`src/rtl/rbank_pkg.sv`:
```
package rbank_pkg;
  localparam int MODE_W    = 5;
  localparam int IDX_W     = 4;
  localparam int SP_IDX    = 13;
  localparam int LR_IDX    = 14;
  localparam int NUM_BANKS = 6;

  localparam logic [MODE_W-1:0] MD_USR = 5'b10000;
  localparam logic [MODE_W-1:0] MD_FIQ = 5'b10001;
  localparam logic [MODE_W-1:0] MD_IRQ = 5'b10010;
  localparam logic [MODE_W-1:0] MD_SVC = 5'b10011;
  localparam logic [MODE_W-1:0] MD_ABT = 5'b10111;
  localparam logic [MODE_W-1:0] MD_UND = 5'b11011;
  localparam logic [MODE_W-1:0] MD_SYS = 5'b11111;

  typedef enum logic [2:0] {
    BK_USR = 3'd0,
    BK_FIQ = 3'd1,
    BK_IRQ = 3'd2,
    BK_SVC = 3'd3,
    BK_ABT = 3'd4,
    BK_UND = 3'd5
  } bank_e;
endpackage

```
`src/rtl/rbank_mode_dec.sv`:
```
module rbank_mode_dec
  import rbank_pkg::*;
(
  input  logic [MODE_W-1:0] mode_i,
  input  logic              user_bank_i,
  output bank_e             bank_o
);
  always_comb begin
    bank_o = BK_USR;
    if (!user_bank_i) begin
      case (mode_i)
        MD_FIQ:  bank_o = BK_FIQ;
        MD_IRQ:  bank_o = BK_IRQ;
        MD_SVC:  bank_o = BK_SVC;
        MD_ABT:  bank_o = BK_ABT;
        MD_UND:  bank_o = BK_UND;
        default: bank_o = BK_USR;
      endcase
    end
  end
endmodule

```
`src/rtl/rbank_map.sv`:
```
module rbank_map
  import rbank_pkg::*;
#(
  parameter int FIQ_FIRST = 8,
  parameter int PIDX_W    = 5
) (
  input  bank_e              bank_i,
  input  logic [IDX_W-1:0]   idx_i,
  output logic [PIDX_W-1:0]  phys_o,
  output logic               hit_o
);
  localparam int FIQ_CNT   = SP_IDX - FIQ_FIRST;
  localparam int FIQ_BASE  = SP_IDX;
  localparam int PAIR_BASE = FIQ_BASE + FIQ_CNT;

  int ix;
  int p;

  always_comb begin
    ix    = int'(idx_i);
    p     = 0;
    hit_o = (ix <= LR_IDX);
    if (ix < FIQ_FIRST) begin
      p = ix;
    end else if (ix < SP_IDX) begin
      p = (bank_i == BK_FIQ) ? (FIQ_BASE + ix - FIQ_FIRST) : ix;
    end else if (ix <= LR_IDX) begin
      p = PAIR_BASE + 2 * int'(bank_i) + (ix - SP_IDX);
    end
    phys_o = PIDX_W'(p);
  end
endmodule

```
`src/rtl/rbank_store.sv`:
```
module rbank_store #(
  parameter int DATA_W = 32,
  parameter int PHYS_N = 30,
  parameter int PIDX_W = 5
) (
  input  logic              clk,
  input  logic              rst,
  input  logic              we_i,
  input  logic [PIDX_W-1:0] waddr_i,
  input  logic [DATA_W-1:0] wdata_i,
  input  logic [PIDX_W-1:0] raddr_a_i,
  input  logic [PIDX_W-1:0] raddr_b_i,
  output logic [DATA_W-1:0] rdata_a_o,
  output logic [DATA_W-1:0] rdata_b_o
);
  logic [DATA_W-1:0] mem [PHYS_N];

  always_ff @(posedge clk) begin
    if (rst) begin
      for (int i = 0; i < PHYS_N; i++) mem[i] <= '0;
    end else if (we_i) begin
      mem[waddr_i] <= wdata_i;
    end
  end

  assign rdata_a_o = mem[raddr_a_i];
  assign rdata_b_o = mem[raddr_b_i];


  store_write_chk: assert property (@(posedge clk) disable iff (rst)
    we_i |=> (mem[$past(waddr_i)] == $past(wdata_i)));
endmodule

```
`src/rtl/banked_regfile.sv`:
```
module banked_regfile
  import rbank_pkg::*;
#(
  parameter int DATA_W    = 32,
  parameter int FIQ_FIRST = 8
) (
  input  logic              clk,
  input  logic              rst,
  input  logic [4:0]        mode_i,
  input  logic              user_bank_i,
  input  logic [3:0]        rd_a_idx,
  output logic [DATA_W-1:0] rd_a_data,
  input  logic [3:0]        rd_b_idx,
  output logic [DATA_W-1:0] rd_b_data,
  input  logic              wr_en,
  input  logic [3:0]        wr_idx,
  input  logic [DATA_W-1:0] wr_data
);
  localparam int FIQ_CNT = SP_IDX - FIQ_FIRST;
  localparam int PHYS_N  = SP_IDX + FIQ_CNT + 2 * NUM_BANKS;
  localparam int PIDX_W  = $clog2(PHYS_N);
  localparam int NPORTS  = 3;

  bank_e             bank;
  logic [IDX_W-1:0]  map_idx  [NPORTS];
  logic [PIDX_W-1:0] map_phys [NPORTS];
  logic              map_hit  [NPORTS];
  logic [DATA_W-1:0] st_a, st_b;
  logic              st_we;

  rbank_mode_dec u_dec (
    .mode_i      (mode_i),
    .user_bank_i (user_bank_i),
    .bank_o      (bank)
  );

  assign map_idx[0] = rd_a_idx;
  assign map_idx[1] = rd_b_idx;
  assign map_idx[2] = wr_idx;

  for (genvar g = 0; g < NPORTS; g++) begin : g_map
    rbank_map #(.FIQ_FIRST(FIQ_FIRST), .PIDX_W(PIDX_W)) u_map (
      .bank_i (bank),
      .idx_i  (map_idx[g]),
      .phys_o (map_phys[g]),
      .hit_o  (map_hit[g])
    );
  end

  assign st_we = wr_en & map_hit[2];

  rbank_store #(.DATA_W(DATA_W), .PHYS_N(PHYS_N), .PIDX_W(PIDX_W)) u_store (
    .clk       (clk),
    .rst       (rst),
    .we_i      (st_we),
    .waddr_i   (map_phys[2]),
    .wdata_i   (wr_data),
    .raddr_a_i (map_phys[0]),
    .raddr_b_i (map_phys[1]),
    .rdata_a_o (st_a),
    .rdata_b_o (st_b)
  );

  assign rd_a_data = map_hit[0] ? st_a : '0;
  assign rd_b_data = map_hit[1] ? st_b : '0;


  rst_clear_chk: assert property (@(posedge clk) disable iff (rst)
    $fell(rst) |-> (rd_a_data == '0 && rd_b_data == '0));


  r15_read_chk: assert property (@(posedge clk) disable iff (rst)
    (rd_a_idx == 4'hF) |-> (rd_a_data == '0));


  r15_write_chk: assert property (@(posedge clk) disable iff (rst)
    (wr_en && wr_idx == 4'hF) |-> !st_we);


  wr_then_rd_chk: assert property (@(posedge clk) disable iff (rst)
    (wr_en && wr_idx != 4'hF) |=>
      ((mode_i == $past(mode_i) && user_bank_i == $past(user_bank_i) &&
        rd_a_idx == $past(wr_idx)) -> (rd_a_data == $past(wr_data))));


  ovr_bank_chk: assert property (@(posedge clk) disable iff (rst)
    user_bank_i |-> (bank == BK_USR));


  fiq_bank_chk: assert property (@(posedge clk) disable iff (rst)
    (bank == BK_FIQ) |-> (mode_i == MD_FIQ && !user_bank_i));


  port_match_chk: assert property (@(posedge clk) disable iff (rst)
    (rd_a_idx == rd_b_idx) |-> (rd_a_data == rd_b_data));
endmodule

```
`config.mk`:
```
export PLATFORM = sky130hd
export DESIGN_NAME = banked_regfile
export DESIGN_NICKNAME = d
export VERILOG_FILES = /design/src/rtl/rbank_pkg.sv /design/src/rtl/rbank_mode_dec.sv /design/src/rtl/rbank_map.sv /design/src/rtl/rbank_store.sv /design/src/rtl/banked_regfile.sv
export SDC_FILE = /design/constraint.sdc
export NUM_CORES = 2
export LEC_CHECK = 0
export BUFFER_PORTS_ARGS = -buffer_cell sky130_fd_sc_hd__buf_2
export CORE_AREA = 3 3 345 347
export DETAILED_ROUTE_END_ITERATION = 6
export DIE_AREA = 0 0 348 350
export MAX_ROUTING_LAYER = met4
export PLACE_DENSITY = 0.72
export SLEW_MARGIN = 10
export SYNTH_ARGS = -nofsm -noshare
export SYNTH_HDL_FRONTEND = slang
export SYNTH_SLANG_ARGS = --single-unit
```
`constraint.sdc`:
```
create_clock -name clk -period 6.65 [get_ports clk]
set_input_delay 0.9975 -clock clk [delete_from_list [all_inputs] [get_ports clk]]
set_output_delay 0.9975 -clock clk [all_outputs]
set_load 0.01 [all_outputs]
```
# Word-level counts from Yosys, hierarchy flattened
# Memory sizes are Yosys's and may differ from the RTL's.
# Index checks and enable logic that the tools add are counted.
[word_totals]
reg_bits = 0
latch_bits = 0
ramBits = 960
romBits = 0
word_cells = 55
n_memories = 1
[memory_table]
columns = ["name", "depth", "word_bits", "rd", "rd_clocked_by_memory_dff", "wr", "line_no", "text"]
rows = [
  ["u_store.mem", 30, 32, 2, 0, 30, "rbank_store.sv:16", "logic [DATA_W-1:0] mem [PHYS_N];"],
]
[op_classes]
addsub = 13
mul = 0
div_mod_pow = 0
magnitude_cmp = 9
eq_ne = 6
n_shift = 0
mux = 24
n_bitwise = 1
reduce_logical = 1
[ops]
columns = ["operator", "n"]
rows = [
  ["32-bit two-way mux", 3],
  ["5-bit two-way mux", 13],
  ["32-bit OR reduction", 1],
  ["5-bit == test, second input constant", 5],
  ["4-bit < comparator, second input constant", 6],
  ["4-bit by 4-bit adder with 5-bit output, first input constant", 3],
  ["5-bit adder", 3],
  ["3-bit one-hot mux with 5 select lines", 1],
  ["4-bit by 4-bit subtractor with 5-bit output, second input constant", 3],
  ["5-bit subtractor, second input constant", 3],
  ["4-bit <= comparator, second input constant", 3],
  ["1-bit two-way mux", 6],
  ["5-bit by 4-bit adder with 5-bit output, first input constant", 1],
  ["3-bit by 1-bit == test with 1-bit output, second input constant", 1],
  ["3-bit two-way mux", 1],
  ["1-bit AND", 1],
]

# Longest topological paths before layout
# An unclocked memory read counts as a cell.
[depth]
ltp_word = 10
mapped_depth = 17

# Modules after synthesis
# A second synthesis with hierarchy kept.
[unflattened]
cells_unflattened = 4781
area_unflattened_um2 = 57239.9
[by_module_without_submodules]
columns = ["mod", "instances", "cells_per_inst", "area_per_inst_um2"]
rows = [
  ["rbank_store", 1, 4568, 55637.1],
  ["rbank_map", 3, 45, 337.8],
  ["banked_regfile", 1, 71, 516.7],
  ["rbank_mode_dec", 1, 7, 72.6],
]

# Least setup slack after synthesis
# OpenSTA, ideal clock, no wires.
[synth_timing]
path_type = "input to output"
startpoint = "input user_bank_i"
endpoint = "output rd_a_data[10]"
arrival_ns = 4.447
required_ns = 5.653
slack_ns = 1.206
path_stages = 16
path_buffers = 1
cell_sequence = "nand2b_1 nor2_1 and3_1 ha_1 inv_1 ha_1 ha_1 a21o_1 a21oi_1 xor2_1 o32ai_2 nor3_1 clkbuf_1 o21a_1 or4_1 nor4_1"
[synth_between]
elab_chain_cells = 8
elab_cells_between_ends = 10
[synth_rtl]
columns = ["item", "line_no", "text"]
rows = [
  ["from (decl)", "banked_regfile.sv:10", "input logic user_bank_i,"],
  ["3-bit two-way mux *", "rbank_mode_dec.sv:10", "if (!user_bank_i) begin"],
  ["5-bit by 4-bit adder with 5-bit output", "rbank_map.sv:28", "p = PAIR_BASE + 2 * int'(bank_i) + (ix - SP_IDX);"],
  ["5-bit adder", "rbank_map.sv:28", ""],
  ["5-bit two-way mux", "rbank_map.sv:27", "end else if (ix <= LR_IDX) begin"],
  ["5-bit two-way mux *", "rbank_map.sv:25", "end else if (ix < SP_IDX) begin"],
  ["5-bit two-way mux *", "rbank_map.sv:23", "if (ix < FIQ_FIRST) begin"],
  ["memory 30 x 32 bit *", "--", ""],
  ["32-bit two-way mux *", "banked_regfile.sv:64", "assign rd_a_data = map_hit[0] ? st_a : '0;"],
  ["to (decl)", "banked_regfile.sv:12", "output logic [DATA_W-1:0] rd_a_data,"],
]
# Mark *: on every way between the ends. The rest lies on a longest branch, timed or not.

# Final worst setup path
[layout_timing]
startpoint = "input user_bank_i"
endpoint = "output rd_a_data[22]"
# Same word-level chain as after synthesis.

==> results.toml <==
[critical_path]
endpoint_kind = "output port"
worstSetupStartpointType = "input pin"
cp.arrival_ns = 5.57
worstSetupPathType = "in -> out"
cp-startpoint = "user_bank_i"
crit_fanout = 20
crit_required_ns = 5.65

[routing]
drc = 5
wl_per_cell_um = 30.0
drtIter0Drc = 8100
routed_wl_mm = 218
ant_nets = 0
first_pass_iters = 7
vias = 49558
vias_per_cell = 6.82

[logic_synthesis]
syn-cell-area_um2 = 58000
synth-seq-cells = 1024
syn-num-nets = 5840
synth_cells = 5755
yosysSeqAreaShare_pct = 53.0
synth-edff-count = 1024
synth.distinct_cells = 62
synthArstFlopShare_pct = 0
syn_avg_cell_area_um2 = 10.1
ys.flop_type = "edfxtp_1"
yosys_warnings = 0

[sta]
final_max_slew_viol_count = 0
whs_ns = 0.743
period_minus_slack_ns = 6.57
slew_headroom_pct = 16.7
fmax_ghz = 0.152
final-hold-violation-count = 0
min_period_over_period_pct = 98.8
setup_viol = 0
tightest_slew_ns = 1.25

[floorplanning]
design.core.area_um2 = 116000
pin_count = 117
rows = 125
die_y_um = 350
initial_core_util_pct = 49.9
die_area_um2 = 122000
die_x_um = 348

[worst_hold_path]
hold_depth = 1
min_to = "u_store.mem[30][30]$_DFFE_PP_"
hp-class = "in -> reg"
hp-start = "wr_data[30]"

[global_routing]
antenna_found_initial = 23
grt_util_met2_pct = 51.0
top_usage_layer = "met2"
grt_pass1_wl_mm = 311
grt_use_met3_pct = 9.86
grt_pass1_vias = 46420
gr-total-overflow = 0
grt_usage_pct = 35.7
grt_max_degree = 180
grt_util_met1_pct = 45.5

[clock_network]
cts.path.max_buffers = 3
cts_hold_repair.buffers = 0
clock-sinks = 1024
cts_tree = "built"
path_clk_slew_ns = 0.06
cts_max_level = 3
cts-buffers-inserted = 110
postCtsSetupRepairBufs = 0
cts.root.buffer_cell = "clkbuf_16"

[final_layout]
final_common_cell = "edfxtp_1"
syn2layout_area_growth_pct = 11.7
fin_area_um2 = 64800
regArea_um2 = 30700
final_net_count = 5717
stdcell_count = 7265
regMostFlops = "u_store.mem"
fillCellCount = 9607
layout-drive-gt1-share_pct = 11.1
reg_top3 = "u_store.mem (1024)"
largest_register_ffs = 1024
final_cell_mix = "edfxtp_1, and2_1, nand2_1"
multi_input_area_um2 = 25100

[place]
place_inst = 7043
port_buffers = 116
dp_hpwl_mm = 130
place_area_um2 = 61200
place_congestion = 0.944

[pwr]
pwr_density_cell_nw_per_um2 = 260
ir_drop_mv = 0.278
p_total_mw = 16.8
power_leakage_nw = 24.6

[flow_run]
cap_violations = 0

[run_status]
violations = "DRC"
outcome = "complete, but fails checks"
[worst max-delay path by stage]
stage / end
global placement: rd_a_data[24]
finish: rd_a_data[22]
floorplan: rd_a_data[10]
detailed placement: rd_a_data[24]
global route: rd_a_data[31]
CTS: rd_a_data[25]
[cells by family (layout without fill, tap and decap cells)]
group | after synthesis | count (layout) | share of synthesized area (%)
AND/OR/NAND/NOR | 2759 | 2760 | 25.0
AO/OA/AOI/OAI | 1108 | 1108 | 13.3
flip-flops | 1024 | 1024 | 53.0
buffers and inverters | 627 | 592 | 4.41
multiplexers | 196 | 196 | 3.39
adder cells (fa/ha/maj) | 32 | 32 | 0.730
XOR/XNOR | 9 | 9 | 0.149
other | 0 | 20 | 0
[power by group]
group	internal, mW	total (mW)	switching, mW	leakage, nW
Sequential	7.44	7.62	0.176	9.71
Combinational	1.02	3.10	2.08	13.2
Clock	3.39	6.09	2.69	1.70
Total	11.9	16.8	4.95	24.6
[layout make-up]
type                            count  share of cell area (%)
Timing Repair Buffer              373                    5.27
Inverter                           18                   0.104
Sequential cell                  1024                    47.5
Clock inverter                     68                   0.989
Antenna cell                       20                  0.0773
Multi-Input combinational cell   4105                    38.8
Tap cell                         1524                    2.94
Clock buffer                      133                    4.38
[synthesized netlist by cell type (2+ instances only)]
cell,instances,area share (%)
a211o_1,2,0.030
a211oi_1,294,3.8
a21boi_0,31,0.40
a21o_1,7,0.091
a21oi_1,295,2.5
a221oi_1,64,0.97
a22o_1,94,1.4
a22oi_1,66,0.85
a311oi_1,64,0.97
a31oi_1,3,0.032
and2_1,965,10
and3_1,297,3.2
buf_1,32,0.21
buf_2,93,0.80
buf_4,18,0.23
buf_6,2,0.039
clkbuf_1,461,3.0
clkbuf_2,3,0.026
edfxtp_1,1024,53
fa_1,3,0.10
ha_1,29,0.63
inv_1,18,0.12
mux2_2,3,0.058
mux2i_1,193,3.3
nand2_1,902,5.8
nand2b_1,6,0.065
nand3_1,326,2.8
nand3b_1,3,0.039
nand4_1,32,0.35
nor2_1,43,0.28
nor2b_1,3,0.032
nor3_1,43,0.37
nor3b_1,3,0.039
nor4_1,63,0.68
o211ai_1,36,0.47
o21a_1,31,0.40
o21ai_0,76,0.66
o22ai_1,31,0.33
o311a_1,2,0.035
or2_2,32,0.35
or3_1,5,0.054
or4_1,31,0.40
xnor2_1,6,0.091
xor2_1,2,0.030
[metal layers]
metal | part of all wire [%] | wire length, um
met5 | 0 | 0
met1 | 36 | 77700
met3 | 15 | 32600
met2 | 43 | 93000
met4 | 6.7 | 14600
[through the flow]
stage	setup TNS, ns	setup slack [ns]	utilization, %
floorplan	0	1.21	-
finish	0	0.0801	55.7
CTS	0	0.0601	55.6
global placement	0	0.0408	52.6
detailed placement	0	0.0187	52.6
global route	-0.00529	-0.00529	55.7
[critical path, cell delays in order]
cell	delay, ns
buf_2	0.11
nand2b_1	0.14
nor2_1	0.11
and3_1	0.29
ha_1	0.27
inv_1	0.12
ha_1	0.27
fa_1	0.45
nand2b_1	0.08
o21ai_0	0.08
a22oi_2	0.27
and2_4	0.40
buf_12	0.24
a211oi_1	0.06
o21a_1	0.20
or4_1	0.60
nor4_1	0.60
buf_2	0.25
[repair_timing]
item / 4_1_cts / 5_1_grt
gates cloned: 0 / 1
endpoints found under the setup margin: 1 / 18
endpoints found under the hold margin: 0 / 0
pin swaps: 0 / 1
resized for setup: 1 / 8
Power figures use the tool's default switching activity.
